## config.mk

```make
export PLATFORM = sky130hd
export DESIGN_NAME = pcu_cond_unit
export DESIGN_NICKNAME = d
export VERILOG_FILES = /design/src/rtl/pcu_pkg.sv /design/src/rtl/pcu_compare.sv /design/src/rtl/pcu_cond_eval.sv /design/src/rtl/pcu_flag_reg.sv /design/src/rtl/pcu_cond_unit.sv
export SDC_FILE = /design/constraint.sdc
export NUM_CORES = 1
export LEC_CHECK = 0
export ABC_CLOCK_PERIOD_IN_PS = 2700
export BUFFER_PORTS_ARGS = -buffer_cell sky130_fd_sc_hd__buf_4
export CAP_MARGIN = 10
export CELL_PAD_IN_SITES_DETAIL_PLACEMENT = 1
export CELL_PAD_IN_SITES_GLOBAL_PLACEMENT = 1
export CORE_UTILIZATION = 30
export CTS_CLUSTER_DIAMETER = 150
export CTS_CLUSTER_SIZE = 16
export DETAILED_ROUTE_END_ITERATION = 7
export PLACE_DENSITY_LB_ADDON = 0.1
export SYNTH_ARGS = -nofsm -noshare
export SYNTH_HDL_FRONTEND = slang
export SYNTH_HIERARCHICAL = 1
export SYNTH_SLANG_ARGS = --single-unit
```

## constraint.sdc

```tcl
create_clock -name clk -period 2.7 [get_ports clk]
set_input_delay 0.135 -clock clk [delete_from_list [all_inputs] [get_ports clk]]
set_output_delay 0.135 -clock clk [all_outputs]
set_load 0.03 [all_outputs]
```

## src/rtl/pcu_pkg.sv

```systemverilog
// Package: shared types and constants of the predicated execution condition unit.
// Assumes: condition codes are 4 bits wide; codes not named here never execute.
package pcu_pkg;

    // Stored relation; packed so that eq lands on bit 0 of the flag output.
    typedef struct packed {
        logic gt;
        logic lt;
        logic ne;
        logic eq;
    } flags_t;

    localparam int COND_W = 4;

    localparam logic [COND_W-1:0] CC_EQ = 4'd0;
    localparam logic [COND_W-1:0] CC_NE = 4'd1;
    localparam logic [COND_W-1:0] CC_LT = 4'd2;
    localparam logic [COND_W-1:0] CC_GT = 4'd3;
    localparam logic [COND_W-1:0] CC_LE = 4'd4;
    localparam logic [COND_W-1:0] CC_GE = 4'd5;
    localparam logic [COND_W-1:0] CC_AL = 4'd14;
    localparam logic [COND_W-1:0] CC_NV = 4'd15;

    localparam flags_t FLAGS_RESET = '{gt: 1'b0, lt: 1'b0, ne: 1'b0, eq: 1'b1};

endpackage

```

## src/rtl/pcu_compare.sv

```systemverilog
// Module: pcu_compare
// Purpose: combinational relation of operand a to operand b as a flag vector.
// Assumes: SIGNED_CMP=1 selects two's-complement ordering, 0 selects unsigned.
module pcu_compare
    import pcu_pkg::*;
#(
    parameter int DATA_W     = 32,
    parameter bit SIGNED_CMP = 1'b1
) (
    input  logic [DATA_W-1:0] op_a,
    input  logic [DATA_W-1:0] op_b,
    output flags_t            rel
);

    logic is_eq;
    logic is_lt;

    // Equality does not depend on signedness.
    assign is_eq = (op_a == op_b);

    // Ordering variant picked by parameter.
    generate
        if (SIGNED_CMP) begin : g_signed
            assign is_lt = ($signed(op_a) < $signed(op_b));
        end else begin : g_unsigned
            assign is_lt = (op_a < op_b);
        end
    endgenerate

    // Pack the relation into the flag layout.
    always_comb begin
        rel.eq = is_eq;
        rel.ne = !is_eq;
        rel.lt = is_lt;
        rel.gt = !is_lt && !is_eq;
    end

endmodule

```

## src/rtl/pcu_cond_eval.sv

```systemverilog
// Module: pcu_cond_eval
// Purpose: decode a condition selector against the stored flags into an enable.
// Assumes: codes outside the named set are treated as never-execute.
module pcu_cond_eval
    import pcu_pkg::*;
(
    input  flags_t              flags,
    input  logic [COND_W-1:0]   cond,
    output logic                enable
);

    // Condition decode; default covers reserved codes and never.
    always_comb begin
        unique case (cond)
            CC_EQ:   enable = flags.eq;
            CC_NE:   enable = flags.ne;
            CC_LT:   enable = flags.lt;
            CC_GT:   enable = flags.gt;
            CC_LE:   enable = flags.lt | flags.eq;
            CC_GE:   enable = flags.gt | flags.eq;
            CC_AL:   enable = 1'b1;
            default: enable = 1'b0;
        endcase
    end

endmodule

```

## src/rtl/pcu_flag_reg.sv

```systemverilog
// Module: pcu_flag_reg
// Purpose: holds the relational flags; loads a new relation when told to.
// Assumes: synchronous active-low reset; load is already qualified by the caller.
module pcu_flag_reg
    import pcu_pkg::*;
(
    input  logic   clk,
    input  logic   rst_n,
    input  logic   load,
    input  flags_t d,
    output flags_t q
);

    // Flag storage with reset to "equal only".
    always_ff @(posedge clk) begin
        if (!rst_n) begin
            q <= FLAGS_RESET;
        end else if (load) begin
            q <= d;
        end
    end

    AST_FLAGS_HOLD: assert property (@(posedge clk) disable iff (!rst_n)
        !load |=> $stable(q));

    AST_FLAGS_CONSISTENT: assert property (@(posedge clk) disable iff (!rst_n)
        (q.eq != q.ne) && ($countones({q.eq, q.lt, q.gt}) == 1));

endmodule

```

## src/rtl/pcu_cond_unit.sv

```systemverilog
// Module: pcu_cond_unit (top)
// Purpose: predicated execution condition unit. Gates each instruction by its
//          condition code against flags that compare instructions set.
// Assumes: one instruction per cycle; a compare updates the flags only when its
//          own condition passes; the flags are visible to the next instruction.
module pcu_cond_unit
    import pcu_pkg::*;
#(
    parameter int DATA_W     = 32,
    parameter bit SIGNED_CMP = 1'b1
) (
    input  logic              clk,
    input  logic              rst_n,
    input  logic              cmp_valid,
    input  logic [DATA_W-1:0] cmp_a,
    input  logic [DATA_W-1:0] cmp_b,
    input  logic [3:0]        cond_code,
    output logic              exec_en,
    output logic [3:0]        flags_o
);

    flags_t rel;
    flags_t flags_q;
    logic   flag_load;

    pcu_compare #(
        .DATA_W     (DATA_W),
        .SIGNED_CMP (SIGNED_CMP)
    ) u_compare (
        .op_a (cmp_a),
        .op_b (cmp_b),
        .rel  (rel)
    );

    pcu_cond_eval u_eval (
        .flags  (flags_q),
        .cond   (cond_code),
        .enable (exec_en)
    );

    // A compare only takes effect when its own condition passes.
    assign flag_load = cmp_valid & exec_en;

    pcu_flag_reg u_flags (
        .clk   (clk),
        .rst_n (rst_n),
        .load  (flag_load),
        .d     (rel),
        .q     (flags_q)
    );

    assign flags_o = flags_q;

    AST_RESET_EQ_ONLY: assert property (@(posedge clk)
        !rst_n |=> (flags_o == 4'b0001));

    AST_CMP_EQUAL: assert property (@(posedge clk) disable iff (!rst_n)
        (cmp_valid && exec_en && (cmp_a == cmp_b)) |=> (flags_o == 4'b0001));

    AST_GT_GATE: assert property (@(posedge clk) disable iff (!rst_n)
        (cond_code == 4'd3) |-> (exec_en == flags_o[3]));

    AST_LE_GATE: assert property (@(posedge clk) disable iff (!rst_n)
        (cond_code == 4'd4) |-> (exec_en == (flags_o[2] | flags_o[0])));

    AST_ALWAYS_EXEC: assert property (@(posedge clk) disable iff (!rst_n)
        (cond_code == 4'd14) |-> exec_en);

    AST_NEVER_EXEC: assert property (@(posedge clk) disable iff (!rst_n)
        ((cond_code == 4'd15) || ((cond_code >= 4'd6) && (cond_code <= 4'd13))) |-> !exec_en);

    AST_SKIPPED_CMP: assert property (@(posedge clk) disable iff (!rst_n)
        (cmp_valid && !exec_en) |=> $stable(flags_o));

endmodule

```

# ---- Yosys cells after proc, flatten, opt, wreduce, memory -nomap -nowiden
# Index checks and enable logic that the tools add are counted.
dict set report word_totals {
  word_cells 20
  reg_bits 4
  input_bits 71
}
dict set report op_classes {
  n_bitwise 3
  n_reduce_logical 4
  order_cmp 1
  eq_ne 7
  muxes 1
}
# op n
set ops {}
lappend ops {{== test 32 bit} 1}
lappend ops {{< comparator 32 bit} 1}
lappend ops {{== test 4 x 2 -> 1 bit (second input constant)} 2}
lappend ops {{== test 4 x 3 -> 1 bit (second input constant)} 2}
lappend ops {{one-hot mux 1 bit (7 select lines)} 1}
lappend ops {{== test 4 x 1 -> 1 bit (second input constant)} 1}
lappend ops {{== test 4 bit (second input constant)} 1}
lappend ops {{zero test 4 bit} 1}
lappend ops {{zero test 1 bit} 2}
lappend ops {{OR 1 bit} 2}
lappend ops {{AND 1 bit} 1}
lappend ops {{logical AND 1 bit} 1}

# ---- Logic depth before layout (Yosys ltp)
# Gate-level depths: netlist (run 1).
dict set report depth {
  depth_word 3
  ltp_mapped 11
  ltp_nobuf 10
}

# ---- Hierarchy
# Netlist (run 1), hierarchy kept.
# mod cells_each n_inst area_per_inst_um2 seq_area_each_um2
set by_module_without_submodules {}
lappend by_module_without_submodules {pcu_compare 122 1 868.3 0.0}
lappend by_module_without_submodules {pcu_flag_reg 13 1 147.6 80.1}
lappend by_module_without_submodules {pcu_cond_eval 10 1 71.3 0.0}
lappend by_module_without_submodules {pcu_cond_unit 1 1 6.3 0.0}

# ---- Least setup slack after synthesis (run 1)
# No wires, ideal clock.
dict set report synth_timing {
  kind {flip-flop to flip-flop}
  start {register u_flags/q[3] in the netlist's numbering}
  end {register u_flags/q[0] in the netlist's numbering}
  t_required_ps 2585
  synth_period_minus_slack_ps 2009
  path_buffers 1
  arrival_time_ps 1893
  setup_time_ps 115
  path_slack_ps 691
  stages_incl_launch_ff 8
  path_cell_list {dfxtp_1 or4bb_1 o211ai_1 a22o_2 and2_1 clkbuf_2 mux2i_1 nand2_1}
}
dict set report synth_between {
  elab_chain_cells 3
}
# item line_no
set synth_rtl {}
lappend synth_rtl {{start, declared} pcu_flag_reg.sv:11} ;# output flags_t q
lappend synth_rtl {{start signal, assigned} pcu_flag_reg.sv:17} ;# q <= FLAGS_RESET;
lappend synth_rtl {{start signal, assigned} pcu_flag_reg.sv:19} ;# q <= d;
lappend synth_rtl {{OR 1 bit} pcu_cond_eval.sv:20} ;# CC_GE: enable = flags.gt | flags.eq;
lappend synth_rtl {{one-hot mux 1 bit (7 select lines) (*)} pcu_cond_eval.sv:14} ;# unique case (cond)
lappend synth_rtl {{named net exec_en} pcu_cond_unit.sv:18} ;# output logic exec_en,
lappend synth_rtl {{AND 1 bit (*)} pcu_cond_unit.sv:42} ;# assign flag_load = cmp_valid & exec_en;
lappend synth_rtl {{named net flag_load} pcu_cond_unit.sv:24} ;# logic flag_load;
# The timed path passes the listed nets; every way through them passes the cells marked *.
# A chain may end at the register's enable or synchronous reset.

==> flow_summary.json, run 1 <==
{
  "initial_core_util_pct": 32.0,
  "worst_slew_pin_slew_ps": 442,
  "numClockSinks": 4,
  "synth_cell_types": 33,
  "r2r_start": "u_flags/q[3]",
  "post_cts_buffers": 0,
  "antennaDiodeCount": 0,
  "ios": 76,
  "die_h_um": 62.4,
  "skew_ps": 4.01,
  "fp.dieArea_um2": 3890,
  "grt_max_degree": 7,
  "worstHoldEndpoint": "u_flags/q[0]",
  "grt_pass1_vias": 1348,
  "cts_buffer_depth": 2,
  "drt_pass1_iterations": 4,
  "critPathArrivalTime_ps": 2050,
  "setup_ws_ps": 825,
  "grt_overflow": 0,
  "coreArea_um2": 3420,
  "p_leak_uw": 0.000998,
  "cts_hold_buf": 0,
  "r2r-end": "u_flags/q[1]",
  "grt_first_pass_wirelength_mm": 5.22,
  "nFillCells": 432,
  "clock-root-buffer": "clkbuf_4",
  "synth_top_area_cell": "ha_1",
  "finalSetupViolCount": 0,
  "avgRoutedWirePerCell_um": 11.0,
  "post_layout_nonfiller_instances": 267,
  "fin_nets": 326,
  "route.vias.total": 1261,
  "status": "completed",
  "hold_viol": 0,
  "criticalPathCategory": "input pin to flip-flop",
  "drtIter0Drc": 16,
  "cp.required_ps": 2870,
  "synthCells": 146,
  "antenna_found_initial": 0,
  "viasPerCell": 4.72,
  "drive_above_1_share_pct": 37.6,
  "cts_tree": "yes",
  "gp_congestion": 0.716,
  "crit_path_max_incr_delay_ps": 440,
  "end_kind": "flip-flop",
  "ys_ff_latch": 4,
  "cts_resized": 0,
  "top_regs": "u_flags/q: 4 flops",
  "cpMostUsedCell": "mux2i_1",
  "clk_pin_slew_ps": 40,
  "numCtsBuffers": 3,
  "syn_nets": 249,
  "track_usage_pct": 16.1,
  "placed_cells": 264,
  "yosysTopAreaCellShare_pct": 36.6,
  "seq_area_um2": 80.1,
  "start_kind": "input pin",
  "rrSetupSlack_ps": 900,
  "seq_area_frac_synth_pct": 7.32,
  "slew_headroom_pct": 69.8,
  "rsz0062_at_grt": "false",
  "clk-insertion-delay-late_ps": 240,
  "worstPathCellList": "buf_4 > ha_1 > a21oi_1 > o21ai_0 > a2111oi_0 > o31ai_1 > a21oi_2 > mux2i_1 > mux2i_1 > nor2b_1",
  "place_hpwl_mm": 2.79,
  "regMostFlops": "u_flags/q",
  "drc_errors": 0,
  "drv_cap": 0,
  "antenna_left": 0,
  "powerDensity_nw_per_um2": 215,
  "hold_depth": 2,
  "hp-start": "rst_n",
  "syn_area_per_cell_um2": 7.49,
  "syn-cell-area_um2": 1090,
  "peakVddDrop_v": 0.0000649,
  "synth_edf_count": 0,
  "multi_input_area_um2": 862,
  "setup_tns_ps": 0,
  "critPathMaxFanout": 3,
  "synthTopCellsByArea": "ha_1 37%, inv_1 12%, dfxtp_1 7.3%",
  "min_period_ps": 1880,
  "area.growth.synth_to_final_pct": 57.0,
  "die_w_um": 62.4,
  "finalCritPeriodShare_pct": 69.4,
  "final_util_pct": 50.3,
  "ys_warn_count": 6,
  "pre_cts_ws_ps": 616,
  "synth-main-ff-cell": "dfxtp_1",
  "fmax_ghz": 0.533,
  "rows": 21,
  "async_flop_share_pct": 0,
  "finalWirelength_mm": 2.94,
  "hold_class": "input pin to flip-flop",
  "largest_reg_flops": 4,
  "reg2reg_depth": 6,
  "finalMaxSlewViolations": 0,
  "portBuffers": 75,
  "slowest_stage": "a2111oi_0",
  "htreeDepth": 1
}
cell families (layout without fill, tap and decap cells):
kind of cell | count (synthesis) | count (layout) | synth area share (%)
adder cells (fa/ha/maj) | 32 | 32 | 36.6
buffers and inverters | 38 | 113 | 13.8
multiplexers | 6 | 6 | 5.49
AND/OR/NAND/NOR | 37 | 37 | 19.3
flip-flops | 4 | 4 | 7.32
AO/OA/AOI/OAI | 29 | 29 | 17.4
Yosys cell counts, drive strengths merged, types with 2 or more instances:
cell type  count
inv           35
ha            32
a21oi         12
nand2         10
mux2i          6
nand4          6
o21ai          6
dfxtp          4
nand3          4
nor2b          4
nor2           3
nor4           3
a211oi         2
a21o           2
buf            2
cell usage in the layout (no fill, tap or decap), types with 2 or more instances in the layout:
master and n:
a211oi_1 2, a21o_1 2, a21oi_1 9, a21oi_2 3, buf_4 75, clkbuf_4 3
dfxtp_1 4, ha_1 32, inv_1 35, mux2i_1 6, nand2_1 10, nand3_1 4
nand4_1 6, nor2_1 3, nor2b_1 4, nor4_1 2, o21ai_0 4, o21ai_1 2
report_power, final:
part	total [µW]	internal [µW]	switching [µW]
sequential	66.2	62.9	3.27
combinational	228	130	98.4
clock	74.5	49.7	24.8
worst max path at each step:
stage	startpoint	end	slack, ps	depth (start not counted)
floorplan	u_flags/q[3]	u_flags/q[0]	690	7
global placement	cmp_a[27]	u_flags/q[3]	670	10
detailed placement	cmp_a[27]	u_flags/q[2]	620	10
CTS	cmp_a[27]	u_flags/q[2]	840	10
global route	cmp_a[27]	u_flags/q[3]	580	10
finish	cmp_a[27]	u_flags/q[2]	820	10
per-stage QoR:
| stage | hold WS [ps] | cell area, µm² | power, µW |
|---|---|---|---|
| 2_1_floorplan | 197 | 1090 | 187 |
| 6_report | 91.5 | 1720 | 369 |
| 3_3_place_gp | 321 | 1690 | 289 |
| 4_1_cts | 82.4 | 1720 | 379 |
| 5_1_grt | 94.9 | 1720 | 410 |
| 3_5_place_dp | 336 | 1690 | 299 |
metal layers:
metal | GRT usage [%] | vias up | wire (µm)
met5 | 0 | - | 0
met4 | 5.23 | 0 | 0
met3 | 2.01 | 0 | 147
met2 | 32.7 | 41 | 1650
met1 | 16.8 | 560 | 1150
li1 | - | 660 | -
worst max-delay path: cells and delay by family:
| kind | cells | cell delay, ps |
|---|---|---|
| AOI/OAI and AO/OA | 5 | 1060 |
| and+or+nand+nor | 1 | 110 |
| buffers and inverters | 1 | 110 |
| muxes | 2 | 310 |
| adders and majority gates | 1 | 320 |
layout make-up:
class,instances,area share (%)
Timing Repair Buffer,75,32.8
Multi-Input combinational cell,104,50.2
Sequential cell,4,4.66
Tap cell,46,3.35
Clock buffer,3,1.31
Inverter,35,7.65
No activity file was read; power rests on OpenSTA's default activity.
==> run 2, diff against run 1 <==
- ABC_CLOCK_PERIOD_IN_PS: 2700 -> 1900
- CORE_UTILIZATION: 30 -> 28
- clock period: 2.7 -> 1.9 ns (I/O delays scaled with it)
==> run 2 against run 1 <==
Routed wire length up 10%. Highest routed layer unchanged. Critical endpoint unchanged. Combinational power increased by 55%. Global-route usage increased by 1.1 points. Critical path type unchanged. Worst hold slack worse by 21 ps. Die area up 6.9%. Count of clock-buffer cells in the layout did not move. Critical path depth unchanged. Sequential share of layout area decreased by 0.097 points. Sequential cell count unchanged.
==> flow_summary.json, run 2 (synthesis gave the netlist of run 1 again) <==
{
  "route.vias.total": 1311,
  "pwr-share-comb_pct": 56.2,
  "gp_congestion": 0.739,
  "post_layout_nonfiller_instances": 277,
  "fmax_ghz": 0.559,
  "slowest_stage": "ha_1",
  "antennaDiodeCount": 0,
  "cp.required_ps": 2050,
  "rrSetupSlack_ps": 180,
  "critPathTopFamily": "compound AO/OA/AOI/OAI gates",
  "peakVddDrop_v": 0.000197,
  "grt_pass1_vias": 1413,
  "hold_class": "input pin to flip-flop",
  "seq_area_um2": 82.6,
  "regMostFlops": "u_flags/q",
  "nFillCells": 480,
  "setup_tns_ps": 0,
  "die_h_um": 64.5,
  "mostFrequentLayoutCells": "83 x buf_4, 35 x inv_1, 32 x ha_1",
  "end_kind": "flip-flop",
  "fp.dieArea_um2": 4160,
  "setup_ws_ps": 110,
  "critPathArrivalTime_ps": 1940,
  "finalCritPeriodShare_pct": 94.2,
  "finalMaxSlewViolations": 0,
  "p_leak_uw": 0.00105,
  "post_cts_buffers": 0,
  "worst_slew_pin_slew_ps": 488,
  "clk_pin_slew_ps": 30,
  "numCtsBuffers": 3,
  "avgRoutedWirePerCell_um": 11.7,
  "design_area_um2": 1810,
  "post_dp_cell_area_um2": 1760,
  "htreeDepth": 1,
  "p_clk_share_pct": 28.6,
  "viasPerCell": 4.73,
  "switchingPower_uw": 200,
  "coreArea_um2": 3720,
  "worstPathCellList": "buf_4 > ha_1 > a21oi_2 > o21ai_1 > a221o_1 > a211o_1 > a21oi_2 > mux2i_1 > mux2i_1 > nor2b_1",
  "die_w_um": 64.5,
  "cts_buffer_depth": 2,
  "drive_above_1_share_pct": 41.5,
  "fin_nets": 334,
  "min_period_ps": 1790,
  "hold_viol": 0,
  "drt_pass1_iterations": 3,
  "finalWirelength_mm": 3.24,
  "final_common_cell": "buf_4",
  "rows": 22,
  "rsz0062_at_grt": "true",
  "drtIter0Drc": 16,
  "crit_path_max_incr_delay_ps": 320,
  "status": "completed",
  "critPathMaxFanout": 2,
  "multi_input_area_um2": 870,
  "grt_max_degree": 7,
  "initial_core_util_pct": 29.4,
  "top_regs": "u_flags/q: 4 flops",
  "track_usage_pct": 17.3,
  "clk-insertion-delay-late_ps": 220,
  "pwr-share-seq_pct": 15.2,
  "powerDensity_nw_per_um2": 347,
  "largest_reg_flops": 4,
  "start_kind": "input pin",
  "grt_overflow": 0,
  "swShare_pct": 31.8,
  "placed_cells": 274,
  "ios": 76,
  "skew_ps": 4.60,
  "cts_hold_buf": 0,
  "drv_cap": 0,
  "finalSetupViolCount": 0,
  "criticalPathCategory": "input pin to flip-flop",
  "antenna_left": 0,
  "path_buf_inv": 1,
  "slew_headroom_pct": 67.2,
  "p_int_uw": 427,
  "portBuffers": 75,
  "drc_errors": 0,
  "numClockSinks": 4,
  "final_util_pct": 48.7,
  "area.growth.synth_to_final_pct": 65.3,
  "clock-root-buffer": "clkbuf_8",
  "grt_first_pass_wirelength_mm": 5.78,
  "place_hpwl_mm": 2.95,
  "antenna_found_initial": 0,
  "cts_tree": "yes",
  "pre_cts_ws_ps": -130
}
run 2: worst paths after layout:
kind | from | end | cells after the start
min reg2reg | u_flags/q[2] | u_flags/q[2] | 2
min | rst_n | u_flags/q[0] | 2
max reg2reg | u_flags/q[3] | u_flags/q[3] | 6
max | cmp_a[5] | u_flags/q[2] | 10
run 2: routing by layer:
layer	track usage (%)	vias to the layer above	wire, µm
li1	-	678	-
met1	18.4	590	1230
met2	34.7	43	1820
met3	2.46	0	190
met4	4.17	0	0
met5	0	-	0
run 2: power by group through the flow:
stage	clock network [µW]	registers [µW]	logic (µW)
after floorplan	0	105	162
after global placement	0	95.9	333
after detailed placement	0	96.6	351
after CTS	184	95.6	353
after global routing	188	96.3	400
final	179	95.2	353
run 2: what timing repair did:
item / CTS / global route
endpoints found under the hold margin: 0 / 0
setup endpoints to repair: 0 / 4
gates resized for setup: 0 / 4
run 2: final cells by class:
class | count | share of cell area (%)
Clock buffer | 3 | 2.28
Inverter | 35 | 7.27
Multi-Input combinational cell | 104 | 48.1
Sequential cell | 4 | 4.57
Tap cell | 48 | 3.32
Timing Repair Buffer | 83 | 34.5
run 2: through the flow:
stage	hold slack, ps	total power, µW
after global placement	282	429
after global routing	84.7	683
after detailed placement	296	447
final	71.0	627
after floorplan	157	266
after CTS	71.6	633
==> run 3, diff against run 2 <==
- SYNTH_HIERARCHICAL: 1 -> unset
==> run 3 against run 2 <==
Maximum frequency is 2.2% lower. Non-clock buffer count is 4 higher. Cell count is 1.8% higher. Critical path depth is 2 lower. Clock power hardly changed. Clock skew is 3.4 ps lower. First-iteration DRC count is 140% higher. Synthesized area is 0.11% higher. Critical path type unchanged. Critical endpoint is now u_flags.q[3]. Highest routed layer is now met4.
==> flow_summary.json, run 3 <==
{
  "area.growth.synth_to_final_pct": 73.5,
  "drv_cap": 0,
  "die_w_um": 64.5,
  "antennaDiodeCount": 0,
  "ys_ff_latch": 4,
  "finalWirelength_mm": 3.59,
  "swShare_pct": 32.6,
  "hold_class": "input pin to flip-flop",
  "slew_headroom_pct": 65.4,
  "final_common_cell": "buf_4",
  "syn-cell-area_um2": 1090,
  "criticalPathCategory": "input pin to flip-flop",
  "status": "completed",
  "synthMostInstantiatedCell": "inv_1",
  "top_regs": "u_flags.q: 4 flops",
  "syn_area_per_cell_um2": 7.60,
  "path_buf_inv": 1,
  "crit_path_max_incr_delay_ps": 570,
  "post_dp_cell_area_um2": 1810,
  "reg2reg_depth": 7,
  "powerDensity_nw_per_um2": 352,
  "finalSetupViolCount": 0,
  "ys_warn_count": 0,
  "p_leak_uw": 0.00108,
  "hold_depth": 3,
  "placed_cells": 279,
  "largest_reg_flops": 4,
  "regMostFlops": "u_flags.q",
  "fmax_ghz": 0.546,
  "critPathMaxFanout": 4,
  "worstPathCellList": "buf_4 > ha_1 > nand4_2 > or4_4 > o21bai_4 > o31ai_4 > a221o_1 > and3_1",
  "htreeDepth": 1,
  "r2r_start": "u_flags.q[3]",
  "skew_ps": 1.20,
  "cts_resized": 0,
  "synthTopCellsByCount": "36 x inv_1, 32 x ha_1, 15 x a21oi_1",
  "synth_cell_types": 35,
  "cts_hold_buf": 0,
  "antenna_left": 0,
  "drt_pass1_iterations": 4,
  "r2r-end": "u_flags.q[2]",
  "antenna_found_initial": 0,
  "portBuffers": 75,
  "pre_cts_ws_ps": -160,
  "initial_core_util_pct": 29.5,
  "async_flop_share_pct": 0,
  "critPathTopFamily": "simple AND/OR/NAND/NOR gates",
  "avgRoutedWirePerCell_um": 12.7,
  "post_layout_nonfiller_instances": 282,
  "rrSetupSlack_ps": 220,
  "hold_viol": 0,
  "mostFrequentLayoutCells": "87 x buf_4, 36 x inv_1, 30 x ha_1",
  "hp-start": "rst_n",
  "cts_tree": "yes",
  "syn_nets": 247,
  "synthCells": 144,
  "grt_max_degree": 7,
  "cp.required_ps": 2010,
  "pwr-share-comb_pct": 58.4,
  "rsz0062_at_grt": "false",
  "clk-insertion-delay-late_ps": 220,
  "ios": 76,
  "track_usage_pct": 18.2,
  "fp.dieArea_um2": 4160,
  "yosysTopAreaCellShare_pct": 36.6,
  "critPathArrivalTime_ps": 1940,
  "post_cts_buffers": 0,
  "synth-main-ff-cell": "dfxtp_1",
  "switchingPower_uw": 218,
  "setup_ws_ps": 70.1,
  "grt_pass1_vias": 1575,
  "finalCritPeriodShare_pct": 96.3,
  "numCtsBuffers": 3,
  "die_h_um": 64.5,
  "peakVddDrop_v": 0.000182,
  "design_area_um2": 1900,
  "clk_pin_slew_ps": 30,
  "clock-root-buffer": "clkbuf_8",
  "synthTopCellsByArea": "ha_1 37%, inv_1 12%, dfxtp_1 7.3%",
  "viasPerCell": 4.98,
  "min_period_ps": 1830,
  "seq_area_frac_synth_pct": 7.31,
  "grt_first_pass_wirelength_mm": 6.13,
  "synth_edf_count": 0,
  "grt_overflow": 0,
  "slowest_stage": "or4_4",
  "cts_buffer_depth": 2,
  "start_kind": "input pin",
  "place_hpwl_mm": 3.30,
  "route.vias.total": 1404,
  "gp_congestion": 0.711,
  "coreArea_um2": 3720,
  "rows": 22,
  "numClockSinks": 4,
  "worstHoldEndpoint": "u_flags.q[2]",
  "fin_nets": 339,
  "p_clk_share_pct": 27.0,
  "p_int_uw": 450,
  "hold_ws_ps": 159,
  "finalMaxSlewViolations": 0,
  "drc_errors": 0,
  "worst_slew_pin_slew_ps": 514,
  "pwr-share-seq_pct": 14.6,
  "drive_above_1_share_pct": 42.3,
  "synth_top_area_cell": "ha_1",
  "drtIter0Drc": 39,
  "end_kind": "flip-flop"
}
run 3: layout make-up:
type / instances / area [µm²]
repair buffers: 87 / 653
inverters: 36 / 135
flip-flops and latches: 4 / 80.1
clock buffers: 3 / 41.3
fillers: 466 / 1820
multi-input cells: 104 / 930
well taps: 48 / 60.1
run 3: worst max-delay path by stage:
stage,slack (ps),end,cells after the start,startpoint
4_1_cts,60,u_flags.q[3],7,cmp_a[26]
6_report,70,u_flags.q[3],8,cmp_a[22]
3_5_place_dp,-160,u_flags.q[3],7,cmp_a[26]
2_1_floorplan,20,u_flags.q[3],7,cmp_b[27]
5_1_grt,2,u_flags.q[3],8,cmp_a[9]
3_3_place_gp,-110,u_flags.q[3],7,cmp_a[25]
run 3: logic make-up after synthesis:
family,Yosys count,share of synthesized area (%)
DFF,4,7.31
muxes,1,0.914
adders and majority gates,32,36.6
xor gates and xnor gates,1,0.800
AOI/OAI and AO/OA,38,23.9
and+or+nand+nor,32,18.2
buffers and inverters,36,12.3
run 3: routing by layer:
layer | GRT usage [%] | vias to the layer above | wire length (µm)
met1 | 17.3 | 659 | 1290
li1 | - | 698 | -
met2 | 39.1 | 43 | 2100
met3 | 1.76 | 4 | 172
met4 | 5.83 | 0 | 29
met5 | 0 | - | 0
run 3: power groups by stage:
stage | sequential, µW | clock (µW) | combinational [µW]
final | 97.8 | 180 | 390
after global routing | 99.1 | 188 | 439
after CTS | 97.9 | 181 | 381
after detailed placement | 99.0 | 0 | 379
after global placement | 98.2 | 0 | 357
after floorplan | 110 | 0 | 161
run 3: through the flow:
step / util (%) / TNS (ps) / total power [µW]
floorplan: - / 0 / 271
global placement: 48.7 / -212 / 455
detailed placement: 48.7 / -353 / 478
CTS: 49.8 / 0 / 661
global route: 51.1 / 0 / 727
finish: 51.1 / 0 / 668
run 3: tightest hold or removal path, stage by stage:
cell      delay [ps]
buf_4             90
nand3_1           80
o211ai_2          80
